$ cat config.mk
export PLATFORM = sky130hd
export DESIGN_NAME = phy_link_seq
export DESIGN_NICKNAME = d
export VERILOG_FILES = /design/src/rtl/phy_seq_pkg.sv /design/src/rtl/phy_tick_count.sv /design/src/rtl/phy_mode_resolve.sv /design/src/rtl/phy_link_seq.sv
export SDC_FILE = /design/constraint.sdc
export NUM_CORES = 1
export LEC_CHECK = 0
export ABC_AREA = 1
export BUFFER_PORTS_ARGS = -buffer_cell sky130_fd_sc_hd__buf_4
export CAP_MARGIN = 10
export CELL_PAD_IN_SITES_DETAIL_PLACEMENT = 0
export CELL_PAD_IN_SITES_GLOBAL_PLACEMENT = 2
export CORE_MARGIN = 10
export CORE_UTILIZATION = 34
export CTS_BUF_LIST = sky130_fd_sc_hd__clkbuf_8
export CTS_CLUSTER_DIAMETER = 150
export DETAILED_ROUTE_END_ITERATION = 7
export GPL_TIMING_DRIVEN = 0
export PLACE_DENSITY_LB_ADDON = 0.3
export RECOVER_POWER = 25
export SLEW_MARGIN = 20
export SYNTH_ARGS = -nofsm -noshare
export SYNTH_HDL_FRONTEND = slang
export SYNTH_SLANG_ARGS = --single-unit
$ cat constraint.sdc
create_clock -name clk -period 5 [get_ports clk]
set_input_delay 0.25 -clock clk [delete_from_list [all_inputs] [get_ports clk]]
set_output_delay 0.25 -clock clk [all_outputs]
set_load 0.005 [all_outputs]
$ cat src/rtl/phy_seq_pkg.sv
package phy_seq_pkg;

    typedef enum logic [1:0] {
        CMD_RESET   = 2'd0,
        CMD_IDENT   = 2'd1,
        CMD_AUTONEG = 2'd2,
        CMD_NONE    = 2'd3
    } seq_cmd_e;

    typedef enum logic [1:0] {
        FS_IDLE,
        FS_REQ,
        FS_GAP,
        FS_PAUSE
    } fsm_e;

    typedef enum logic [3:0] {
        ST_RST_WR,
        ST_RST_POLL,
        ST_ID_HI,
        ST_ID_LO,
        ST_AN_ADV,
        ST_AN_CTL_RD,
        ST_AN_CTL_WR,
        ST_AN_POLL,
        ST_AN_LP
    } step_e;

    localparam logic [1:0] OP_RD = 2'b10;
    localparam logic [1:0] OP_WR = 2'b01;

    localparam logic [4:0] REG_CTRL  = 5'd0;
    localparam logic [4:0] REG_STAT  = 5'd1;
    localparam logic [4:0] REG_ID_HI = 5'd2;
    localparam logic [4:0] REG_ID_LO = 5'd3;
    localparam logic [4:0] REG_ADV   = 5'd4;
    localparam logic [4:0] REG_LPA   = 5'd5;

    localparam int CTRL_RESET_BIT  = 15;
    localparam int CTRL_AN_EN_BIT  = 12;
    localparam int CTRL_ISO_BIT    = 10;
    localparam int CTRL_AN_RST_BIT = 9;
    localparam int STAT_AN_OK_BIT  = 5;
    localparam int ABIL_100FD_BIT  = 8;
    localparam int ABIL_100HD_BIT  = 7;
    localparam int ABIL_10FD_BIT   = 6;

    typedef struct packed {
        logic speed_100;
        logic full_dup;
    } link_mode_t;

    typedef struct packed {
        logic [1:0] op;
        logic [4:0] regad;
    } mgmt_cmd_t;

    function automatic mgmt_cmd_t step_fields(input step_e s);
        mgmt_cmd_t c;
        case (s)
            ST_RST_WR:    c = '{op: OP_WR, regad: REG_CTRL};
            ST_RST_POLL:  c = '{op: OP_RD, regad: REG_CTRL};
            ST_ID_HI:     c = '{op: OP_RD, regad: REG_ID_HI};
            ST_ID_LO:     c = '{op: OP_RD, regad: REG_ID_LO};
            ST_AN_ADV:    c = '{op: OP_RD, regad: REG_ADV};
            ST_AN_CTL_RD: c = '{op: OP_RD, regad: REG_CTRL};
            ST_AN_CTL_WR: c = '{op: OP_WR, regad: REG_CTRL};
            ST_AN_POLL:   c = '{op: OP_RD, regad: REG_STAT};
            default:      c = '{op: OP_RD, regad: REG_LPA};
        endcase
        return c;
    endfunction

    function automatic logic [15:0] ctl_restart(input logic [15:0] cur);
        logic [15:0] r;
        r = cur;
        r[CTRL_AN_EN_BIT]  = 1'b1;
        r[CTRL_AN_RST_BIT] = 1'b1;
        r[CTRL_ISO_BIT]    = 1'b0;
        return r;
    endfunction

endpackage

$ cat src/rtl/phy_tick_count.sv
module phy_tick_count #(
    parameter int CW = 8
) (
    input  logic          clk,
    input  logic          rst,
    input  logic          run,
    input  logic          tick,
    input  logic [CW-1:0] limit,
    output logic          hit
);
    logic [CW-1:0] cnt;

    assign hit = run && (cnt >= limit);

    always_ff @(posedge clk) begin
        if (rst || !run) begin
            cnt <= '0;
        end else if (tick && !hit) begin
            cnt <= cnt + 1'b1;
        end
    end
endmodule

$ cat src/rtl/phy_mode_resolve.sv
module phy_mode_resolve
    import phy_seq_pkg::*;
(
    input  logic [15:0] local_abil,
    input  logic [15:0] peer_abil,
    output link_mode_t  mode
);
    logic [15:0] common;

    assign common = local_abil & peer_abil;

    always_comb begin
        if (common[ABIL_100FD_BIT]) begin
            mode = '{speed_100: 1'b1, full_dup: 1'b1};
        end else if (common[ABIL_100HD_BIT]) begin
            mode = '{speed_100: 1'b1, full_dup: 1'b0};
        end else if (common[ABIL_10FD_BIT]) begin
            mode = '{speed_100: 1'b0, full_dup: 1'b1};
        end else begin
            mode = '{speed_100: 1'b0, full_dup: 1'b0};
        end
    end
endmodule

$ cat src/rtl/phy_link_seq.sv
module phy_link_seq
    import phy_seq_pkg::*;
#(
    parameter int IDLE_STEP_TICKS = 10,
    parameter int IDLE_POLLS      = 100,
    parameter int RST_STEP_TICKS  = 50,
    parameter int RST_POLLS       = 12,
    parameter int AN_STEP_TICKS   = 100,
    parameter int AN_POLLS        = 40
) (
    input  logic        clk,
    input  logic        rst,
    input  logic        start,
    input  logic [1:0]  cmd,
    input  logic [4:0]  phy_addr,
    input  logic        tick,
    output logic        mdio_req,
    output logic [1:0]  mdio_op,
    output logic [4:0]  mdio_phy,
    output logic [4:0]  mdio_reg,
    output logic [15:0] mdio_wdata,
    input  logic        mdio_rdy,
    input  logic [15:0] mdio_rdata,
    output logic        busy,
    output logic        done,
    output logic        err,
    output logic [31:0] phy_id,
    output logic        speed_100,
    output logic        full_dup
);
    localparam int IDLE_LIMIT = IDLE_STEP_TICKS * IDLE_POLLS;
    localparam int STEP_MAX   = (RST_STEP_TICKS > AN_STEP_TICKS) ? RST_STEP_TICKS : AN_STEP_TICKS;
    localparam int TICK_MAX   = (IDLE_LIMIT > STEP_MAX) ? IDLE_LIMIT : STEP_MAX;
    localparam int CW         = $clog2(TICK_MAX + 1);
    localparam int POLL_MAX   = (RST_POLLS > AN_POLLS) ? RST_POLLS : AN_POLLS;
    localparam int PW         = $clog2(POLL_MAX + 1);

    fsm_e          fsm;
    step_e         step;
    logic [PW-1:0] polls;
    logic [15:0]   adv_q;
    logic [15:0]   id_hi_q;
    logic [15:0]   wdata_q;
    logic [4:0]    phy_q;
    link_mode_t    mode_q;
    link_mode_t    mode_new;
    mgmt_cmd_t     fields;
    logic          idle_hit;
    logic          pause_hit;
    logic [CW-1:0] pause_limit;
    logic          step_is_id;
    int            polls_next;

    assign fields      = step_fields(step);
    assign mdio_req    = (fsm == FS_REQ);
    assign mdio_op     = fields.op;
    assign mdio_reg    = fields.regad;
    assign mdio_phy    = phy_q;
    assign mdio_wdata  = wdata_q;
    assign speed_100   = mode_q.speed_100;
    assign full_dup    = mode_q.full_dup;
    assign pause_limit = (step == ST_RST_POLL) ? CW'(RST_STEP_TICKS) : CW'(AN_STEP_TICKS);
    assign step_is_id  = (step == ST_ID_HI) || (step == ST_ID_LO);
    assign polls_next  = int'(polls) + 1;

    phy_tick_count #(.CW(CW)) u_idle_wd (
        .clk   (clk),
        .rst   (rst),
        .run   (fsm == FS_REQ),
        .tick  (tick),
        .limit (CW'(IDLE_LIMIT)),
        .hit   (idle_hit)
    );

    phy_tick_count #(.CW(CW)) u_pause (
        .clk   (clk),
        .rst   (rst),
        .run   (fsm == FS_PAUSE),
        .tick  (tick),
        .limit (pause_limit),
        .hit   (pause_hit)
    );

    phy_mode_resolve u_resolve (
        .local_abil (adv_q),
        .peer_abil  (mdio_rdata),
        .mode       (mode_new)
    );

    always_ff @(posedge clk) begin
        if (rst) begin
            fsm     <= FS_IDLE;
            step    <= ST_RST_WR;
            polls   <= '0;
            adv_q   <= '0;
            id_hi_q <= '0;
            wdata_q <= '0;
            phy_q   <= '0;
            mode_q  <= '0;
            phy_id  <= '0;
            busy    <= 1'b0;
            done    <= 1'b0;
            err     <= 1'b0;
        end else begin
            done <= 1'b0;
            case (fsm)
                FS_IDLE: begin
                    if (start && (seq_cmd_e'(cmd) != CMD_NONE)) begin
                        busy  <= 1'b1;
                        err   <= 1'b0;
                        phy_q <= phy_addr;
                        polls <= '0;
                        fsm   <= FS_REQ;
                        case (seq_cmd_e'(cmd))
                            CMD_RESET: begin
                                step    <= ST_RST_WR;
                                wdata_q <= 16'(1) << CTRL_RESET_BIT;
                            end
                            CMD_IDENT: step <= ST_ID_HI;
                            default:   step <= ST_AN_ADV;
                        endcase
                    end
                end
                FS_REQ: begin
                    if (mdio_rdy) begin
                        case (step)
                            ST_RST_WR: begin
                                polls <= '0;
                                step  <= ST_RST_POLL;
                                fsm   <= FS_PAUSE;
                            end
                            ST_RST_POLL: begin
                                if (!mdio_rdata[CTRL_RESET_BIT]) begin
                                    fsm  <= FS_IDLE;
                                    busy <= 1'b0;
                                    done <= 1'b1;
                                end else if (polls_next >= RST_POLLS) begin
                                    fsm  <= FS_IDLE;
                                    busy <= 1'b0;
                                    err  <= 1'b1;
                                end else begin
                                    polls <= polls + 1'b1;
                                    fsm   <= FS_PAUSE;
                                end
                            end
                            ST_ID_HI: begin
                                id_hi_q <= mdio_rdata;
                                step    <= ST_ID_LO;
                                fsm     <= FS_GAP;
                            end
                            ST_ID_LO: begin
                                phy_id <= {id_hi_q, mdio_rdata};
                                fsm    <= FS_IDLE;
                                busy   <= 1'b0;
                                done   <= 1'b1;
                            end
                            ST_AN_ADV: begin
                                adv_q <= mdio_rdata;
                                step  <= ST_AN_CTL_RD;
                                fsm   <= FS_GAP;
                            end
                            ST_AN_CTL_RD: begin
                                wdata_q <= ctl_restart(mdio_rdata);
                                step    <= ST_AN_CTL_WR;
                                fsm     <= FS_GAP;
                            end
                            ST_AN_CTL_WR: begin
                                polls <= '0;
                                step  <= ST_AN_POLL;
                                fsm   <= FS_PAUSE;
                            end
                            ST_AN_POLL: begin
                                if (mdio_rdata[STAT_AN_OK_BIT]) begin
                                    step <= ST_AN_LP;
                                    fsm  <= FS_GAP;
                                end else if (polls_next >= AN_POLLS) begin
                                    fsm  <= FS_IDLE;
                                    busy <= 1'b0;
                                    err  <= 1'b1;
                                end else begin
                                    polls <= polls + 1'b1;
                                    fsm   <= FS_PAUSE;
                                end
                            end
                            default: begin
                                mode_q <= mode_new;
                                fsm    <= FS_IDLE;
                                busy   <= 1'b0;
                                done   <= 1'b1;
                            end
                        endcase
                    end else if (idle_hit) begin
                        fsm  <= FS_IDLE;
                        busy <= 1'b0;
                        err  <= 1'b1;
                        if (step_is_id) begin
                            phy_id <= 32'hFFFF_FFFF;
                        end
                    end
                end
                FS_GAP: fsm <= FS_REQ;
                default: begin
                    if (pause_hit) begin
                        fsm <= FS_REQ;
                    end
                end
            endcase
        end
    end
endmodule

======== Word level (Yosys, flattened, before mapping) ========
Memories as Yosys holds them, arrays and structs flattened. A register that Yosys moved wholly into a read port is not among the register bits.
Cells that the tools add are included.
storage, ports and cells
  bits in read-only memories .............. 40
  output and inout bits ................... 66
  logic and storage cells ................. 156
  input bits .............................. 28
  register bits ........................... 115
  memories kept ........................... 1
  bits in latches ......................... 0
  RAM bits ................................ 0
memory list
  memory            words  bits a word  read ports  clocked after memory_dff  wr ports  RTL line           RTL
  (name not given)  8      5            1           1                         0         phy_seq_pkg.sv:60  case (s)
operators by class
  multiply operators ...................... 0
  div/mod/pow operators ................... 0
  magnitude comparators ................... 4
  bitwise operators ....................... 4
  equal/unequal tests ..................... 32
  reductions and logical operators ........ 36
  shift operators ......................... 0
  add/sub/neg operators ................... 4
  muxes and demuxes ....................... 60
operators by type and width
  cell                     number
  $mux W32                 4
  $mux W16                 4
  $mux W6                  6
  $pmux W16 S2             1
  $ne A4 B4 Y1 const B     6
  $pmux W4 S6              1
  $ne A3 B3 Y1 const B     7
  $add A10 B1 Y10 const B  2
  $mux W2                  10
  $pmux W6 S3              1
  $eq A4 B3 Y1 const B     4
  $mux W1                  16
  $reduce_and A8 Y1        2
  $mux W7                  2
  $mux W4                  3
  $pmux W6 S2              1
  $reduce_and A3 Y1        4
  $ge A10 B10 Y1 const B   1
  $ge A10 B7 Y1            1
  $reduce_and A5 Y1        2
  $and A9 B9 Y9            1
  $eq A4 B2 Y1 const B     2
  $ne A2 B2 Y1 const B     4
  $pmux W1 S2              4
  32 further kinds         51

======== Depth between registers and ports, before layout ========
  depth in word-level cells ............... 7
  mapped depth ............................ 15
  depth with buffers taken out ............ 14

======== Hierarchy ========
From an unflattened synthesis, not the netlist that was laid out.
second synthesis, totals
  cells, all modules ...................... 842
  area total of the unflattened synthesis .. 6,094.6 µm²
modules (own cells, without submodules)
  module            sequential area each (µm²)  area an instance (µm²)  cells each  times used
  phy_link_seq      2,102.0                     4,429.2                 591         1
  phy_tick_count    200.2                       819.5                   122         2
  phy_mode_resolve  0.0                         26.3                    7           1

======== Least setup slack after synthesis ========
No wires, ideal clock.
  kind .................................... reg2reg
  from .................................... register step[3]
  to ...................................... register u_pause.cnt[3]
  library setup time ...................... 0.122 ns
  path buffers ............................ 2
  cell stages (with the launch flop) ...... 15
  period minus slack after synthesis ...... 2.013 ns
  data required time ...................... 4.878 ns
  slack ................................... 2.987 ns
  arrival ................................. 1.891 ns
  cell sequence ........................... dfxtp_1 buf_4 nor2_2 nand2_2 inv_1 ha_1 nand2_1 nor3_1 a21oi_1 nand3_1 nand2_1 nand2_1 buf_2 o21ai_0 a21oi_1
on the way
  longest elaborated chain between the ends .. 6
RTL lines
  what                      RTL line              RTL
  start: declaration        phy_link_seq.sv:39    step_e step;
  start signal: assignment  phy_link_seq.sv:93    step <= ST_RST_WR;
  start signal: assignment  phy_link_seq.sv:116   step <= ST_RST_WR;
  start signal: assignment  phy_link_seq.sv:119   CMD_IDENT: step <= ST_ID_HI;
  $eq A4 B1 Y1              phy_link_seq.sv:62    assign pause_limit = (step == ST_RST_POLL) ? CW'(RST_STEP_TICKS) : CW'(AN_STEP_TICKS);
  $mux W7                   phy_link_seq.sv:62
  $ge A10 B7 Y1             phy_tick_count.sv:13  assign hit = run && (cnt >= limit);
  $logic_and A1 B1 Y1       phy_tick_count.sv:13
  $logic_not A1 Y1          phy_tick_count.sv:18  end else if (tick && !hit) begin
  $logic_and A1 B1 Y1       phy_tick_count.sv:18
  end signal: assignment    phy_tick_count.sv:19  cnt <= cnt + 1'b1;
  end: declaration          phy_tick_count.sv:11  logic [CW-1:0] cnt;
Every way passes these cells.
A chain may end at the register's enable or synchronous reset.

======== Final worst setup path ========
  from .................................... register step[0]
  to ...................................... register u_pause.cnt[6]
The elaborated chain is that of the path after synthesis.

==> results.md <==
* Run status: finished, final reports clean
* PwrDens at 303.5 nW/um^2
* Layout cell share with drive strength beyond 1 at 18.30%
* Comb pwr share at 18.1%
* Synth area leader: dfxtp_1
* Area of the multi-input gates at ~2300 um^2
* Clk slew on worst S/H paths at 110 ps
* Final worst path period share at 50.15%
* Synth top area share at 44.80%
* FF-to-FF path depth at 12
* Final min period at 2508 ps
* First-pass GRT wire length at 22800 um
* TritonCTS Sinks at 112
* Reg2reg setup slack at 2490 ps
* Vias in the first global route at 4406
* CP Max Fanout at 9
* R2R Path End: u_pause.cnt[6]$_SDFFE_PP0P_
* DRT antenna net count at 0
* Post-Syn Area per Cell at 7.253 um^2
* Synth warn at 0
* Hold path startpoint: phy_addr[2]
* Post-synthesis cell count at 690
* Min-delay worst type: primary input to register
* Tot GR Track Use at 14.02%
* Buf+Inv Stages, Crit Path at 2
* Fin. Hold Viols at 0
* R2R Path Start: step[0]$_SDFFE_PP0N_
* Crit. End Element: register
* Sum Neg Setup Slack at 0 ps
* Net load switching power at 569.6 uW
* Slew @ Worst Pin at 566.4 ps
* FILL cells at 1546
* Hold endpoint: mdio_phy[2]$_SDFFE_PP0P_
* I/O Buffers at 90
* Post-CTS Hold Fix Bufs at 0
* WL final at 14310 um
* Clk_skew at 9.849 ps
* Rel. slew slack at 62.24%
* Setup bufs post-CTS at 0
* Core area at 14480 um^2
* Clock power frac at about 29%
* TritonCTS clock tree: yes
* Cell Chain, Critical Path: inv_2, nor2_1, nand2_2, inv_1, ha_1, nand2_1, nor3_1, a21oi_1, nand3_1, a21boi_2, nand3b_1, a21oi_1
* Number of flops mapped to enable cells by yosys at 0
* Die Area at 19970 um^2
* Sequential area share after synthesis at 44.80%
* FF+latch count, synth at 112
* Site Rows at 44
* N_diodes at 0
* DP Wirelength at 11060 um
* Startpoint types: register
* Clock root buffer: clkbuf_8
* H-tree lvl count at 3
* Top Ports at 94
* Die Wd at 141.3 um
* Worst EP arrival at 2820 ps
* Crit path top cell by count: a21oi_1
* Pint at 1.266 mW
* FMAX at 398.8 MHz
* Initial drt markers at ~250
* Drt drc at 0
* Worst EP required at 5310 ps
* Seq pwr share at 52.5%
* Wire per inst at 14.57 um
* Synth async-reset ratio at 0%
* Die Ht at 141.3 um
* Register area at ~2200 um^2
* Post-cts sizing count at 0
* Skew-Pair Late Insertion Delay at around 380 ps
* Initial antenna violation count at 0
* Total number of vias at 4682
* Placer Congestion at between 0.8 and 0.9
* Hold_ws at 80.09 ps
* Unrepaired setup endpoints after global routing: false
* Netlist cell types at 37
* Critical path class: register to register
* DR vias/cell at 4.768
* Initial Utilization at 34.57%
* Worst path max stage delay at 480 ps
* Netlist Area Pre-Place at ~5000 um^2
* Final setup violation count at 0
* Hold Path Cell Cnt at 3
* Peak VDD IR at ~0.14 mV
* Sw frac at 31.03%
* Area Overhead vs Synth at 20.87%
* Nets at 829
* Max Cap Viol at 0
* Leak pwr at 2.495 nW
* Largest net degree at the start of global routing at 20
* Clock Path Buffers at 2
* Synth area leaders: dfxtp_1, nand2_1, a21oi_1
* Top delay family on crit path: compound AO/OA/AOI/OAI gates
* Max Slew Vio Count at 0
* CP max-delay cell: dfxtp_1
* TritonCTS buffer count at 9
* Drt first pass iters at 5
* Predominant post-synthesis flop cell: dfxtp_1
* GRT overflow at 0
==> layout by cell type, fill, tap and decap left out, drive strengths merged, types with 6 or more instances in the layout <==
cell and count:
a21oi 78, buf 63, clkbuf 65, dfxtp 112, ha 8, inv 95
nand2 125, nand3 30, nand4 7, nor2 89, nor3 12, o21ai 79
or2 6
==> synthesized netlist by cell type (8+ instances only) <==
library cell and number:
o21ai_0 71, inv_2 12, inv_1 79, buf_2 8
dfxtp_1 112, a21oi_1 78, nand3_1 27, nor2_1 82
clkbuf_1 12, nor3_1 10, ha_1 8, nand2_1 118
==> flip-flops by register name, summed over array words and instances (netlist names), named ones only <==
name	flops
adv_q	3
busy	1
done	1
err	1
fsm	2
full_dup	1
id_hi_q	16
mdio_phy	5
mdio_wdata	14
phy_id	32
polls	6
speed_100	1
step	4
u_idle_wd.cnt	10
u_pause.cnt	10
==> layer usage <==
layer  up-vias  track usage [%]  part of all wire [%]
li1       2427                -                     -
met1      2128            18.94                    49
met2       114            20.86                    44
met3        13            3.939                   6.3
met4         0            4.837                   1.2
met5         -                0                     0
==> worst register-to-register path: cells and delay by family, from the launching register on <==
family / cells / cell delay (ps)
adder cells (fa/ha/maj): 1 / 270
AO/OA/AOI/OAI: 3 / 700
flip-flops: 1 / 480
buffers and inverters: 2 / 310
AND/OR/NAND/NOR: 6 / 680
==> through the flow <==
step	worst slack, ps	instance area (um^2)	util (%)	power, mW	instances
6_report	2492	6050	41.78	1.836	982
2_1_floorplan	2987	5012	-	1.190	692
5_1_grt	2180	6050	41.78	1.940	982
3_3_place_gp	2565	5918	40.87	1.318	966
4_1_cts	2522	6106	42.17	1.867	982
3_5_place_dp	2558	5918	40.87	1.323	966
==> worst max-delay path by stage <==
| stage | cells past startpoint | to | start | slack (ps) |
|---|---|---|---|---|
| final | 12 | u_pause.cnt[6]$_SDFFE_PP0P_ | step[0]$_SDFFE_PP0N_ | 2490 |
| after global routing | 12 | u_pause.cnt[5]$_SDFFE_PP0P_ | step[0]$_SDFFE_PP0N_ | 2180 |
| after CTS | 12 | u_pause.cnt[6]$_SDFFE_PP0P_ | step[0]$_SDFFE_PP0N_ | 2520 |
| after detailed placement | 12 | u_pause.cnt[6]$_SDFFE_PP0P_ | step[0]$_SDFFE_PP0N_ | 2560 |
| after global placement | 12 | u_pause.cnt[6]$_SDFFE_PP0P_ | step[0]$_SDFFE_PP0N_ | 2560 |
| after floorplan | 14 | u_pause.cnt[3]$_SDFFE_PP0P_ | step[3]$_SDFFE_PP0N_ | 2990 |
==> final cells by class <==
cell class / count / area share, %
flip-flops and latches: 112 / 37.06
clock inverters: 6 / 0.8273
inverters: 92 / 5.708
well taps: 184 / 3.806
plain buffers: 28 / 2.399
clock buffers: 10 / 2.275
repair buffers: 90 / 10.24
multi-input cells: 460 / 37.68
==> power groups by stage <==
stage | combinational (mW) | clock (mW) | sequential [mW]
floorplan | 0.210 | 0 | 0.980
global placement | 0.335 | 0 | 0.984
detailed placement | 0.337 | 0 | 0.985
CTS | 0.340 | 0.562 | 0.965
global route | 0.376 | 0.594 | 0.970
finish | 0.333 | 0.539 | 0.964
==> cell families after synthesis <==
group	share of synthesized area [%]
and+or+nand+nor	24.73
AOI/OAI and AO/OA	17.72
buffers and inverters	9.800
DFF	44.80
adders and majority gates	2.000
xor gates and xnor gates	0.8752
other	0.07493
Note: power is estimated with default switching activity, not from simulation.
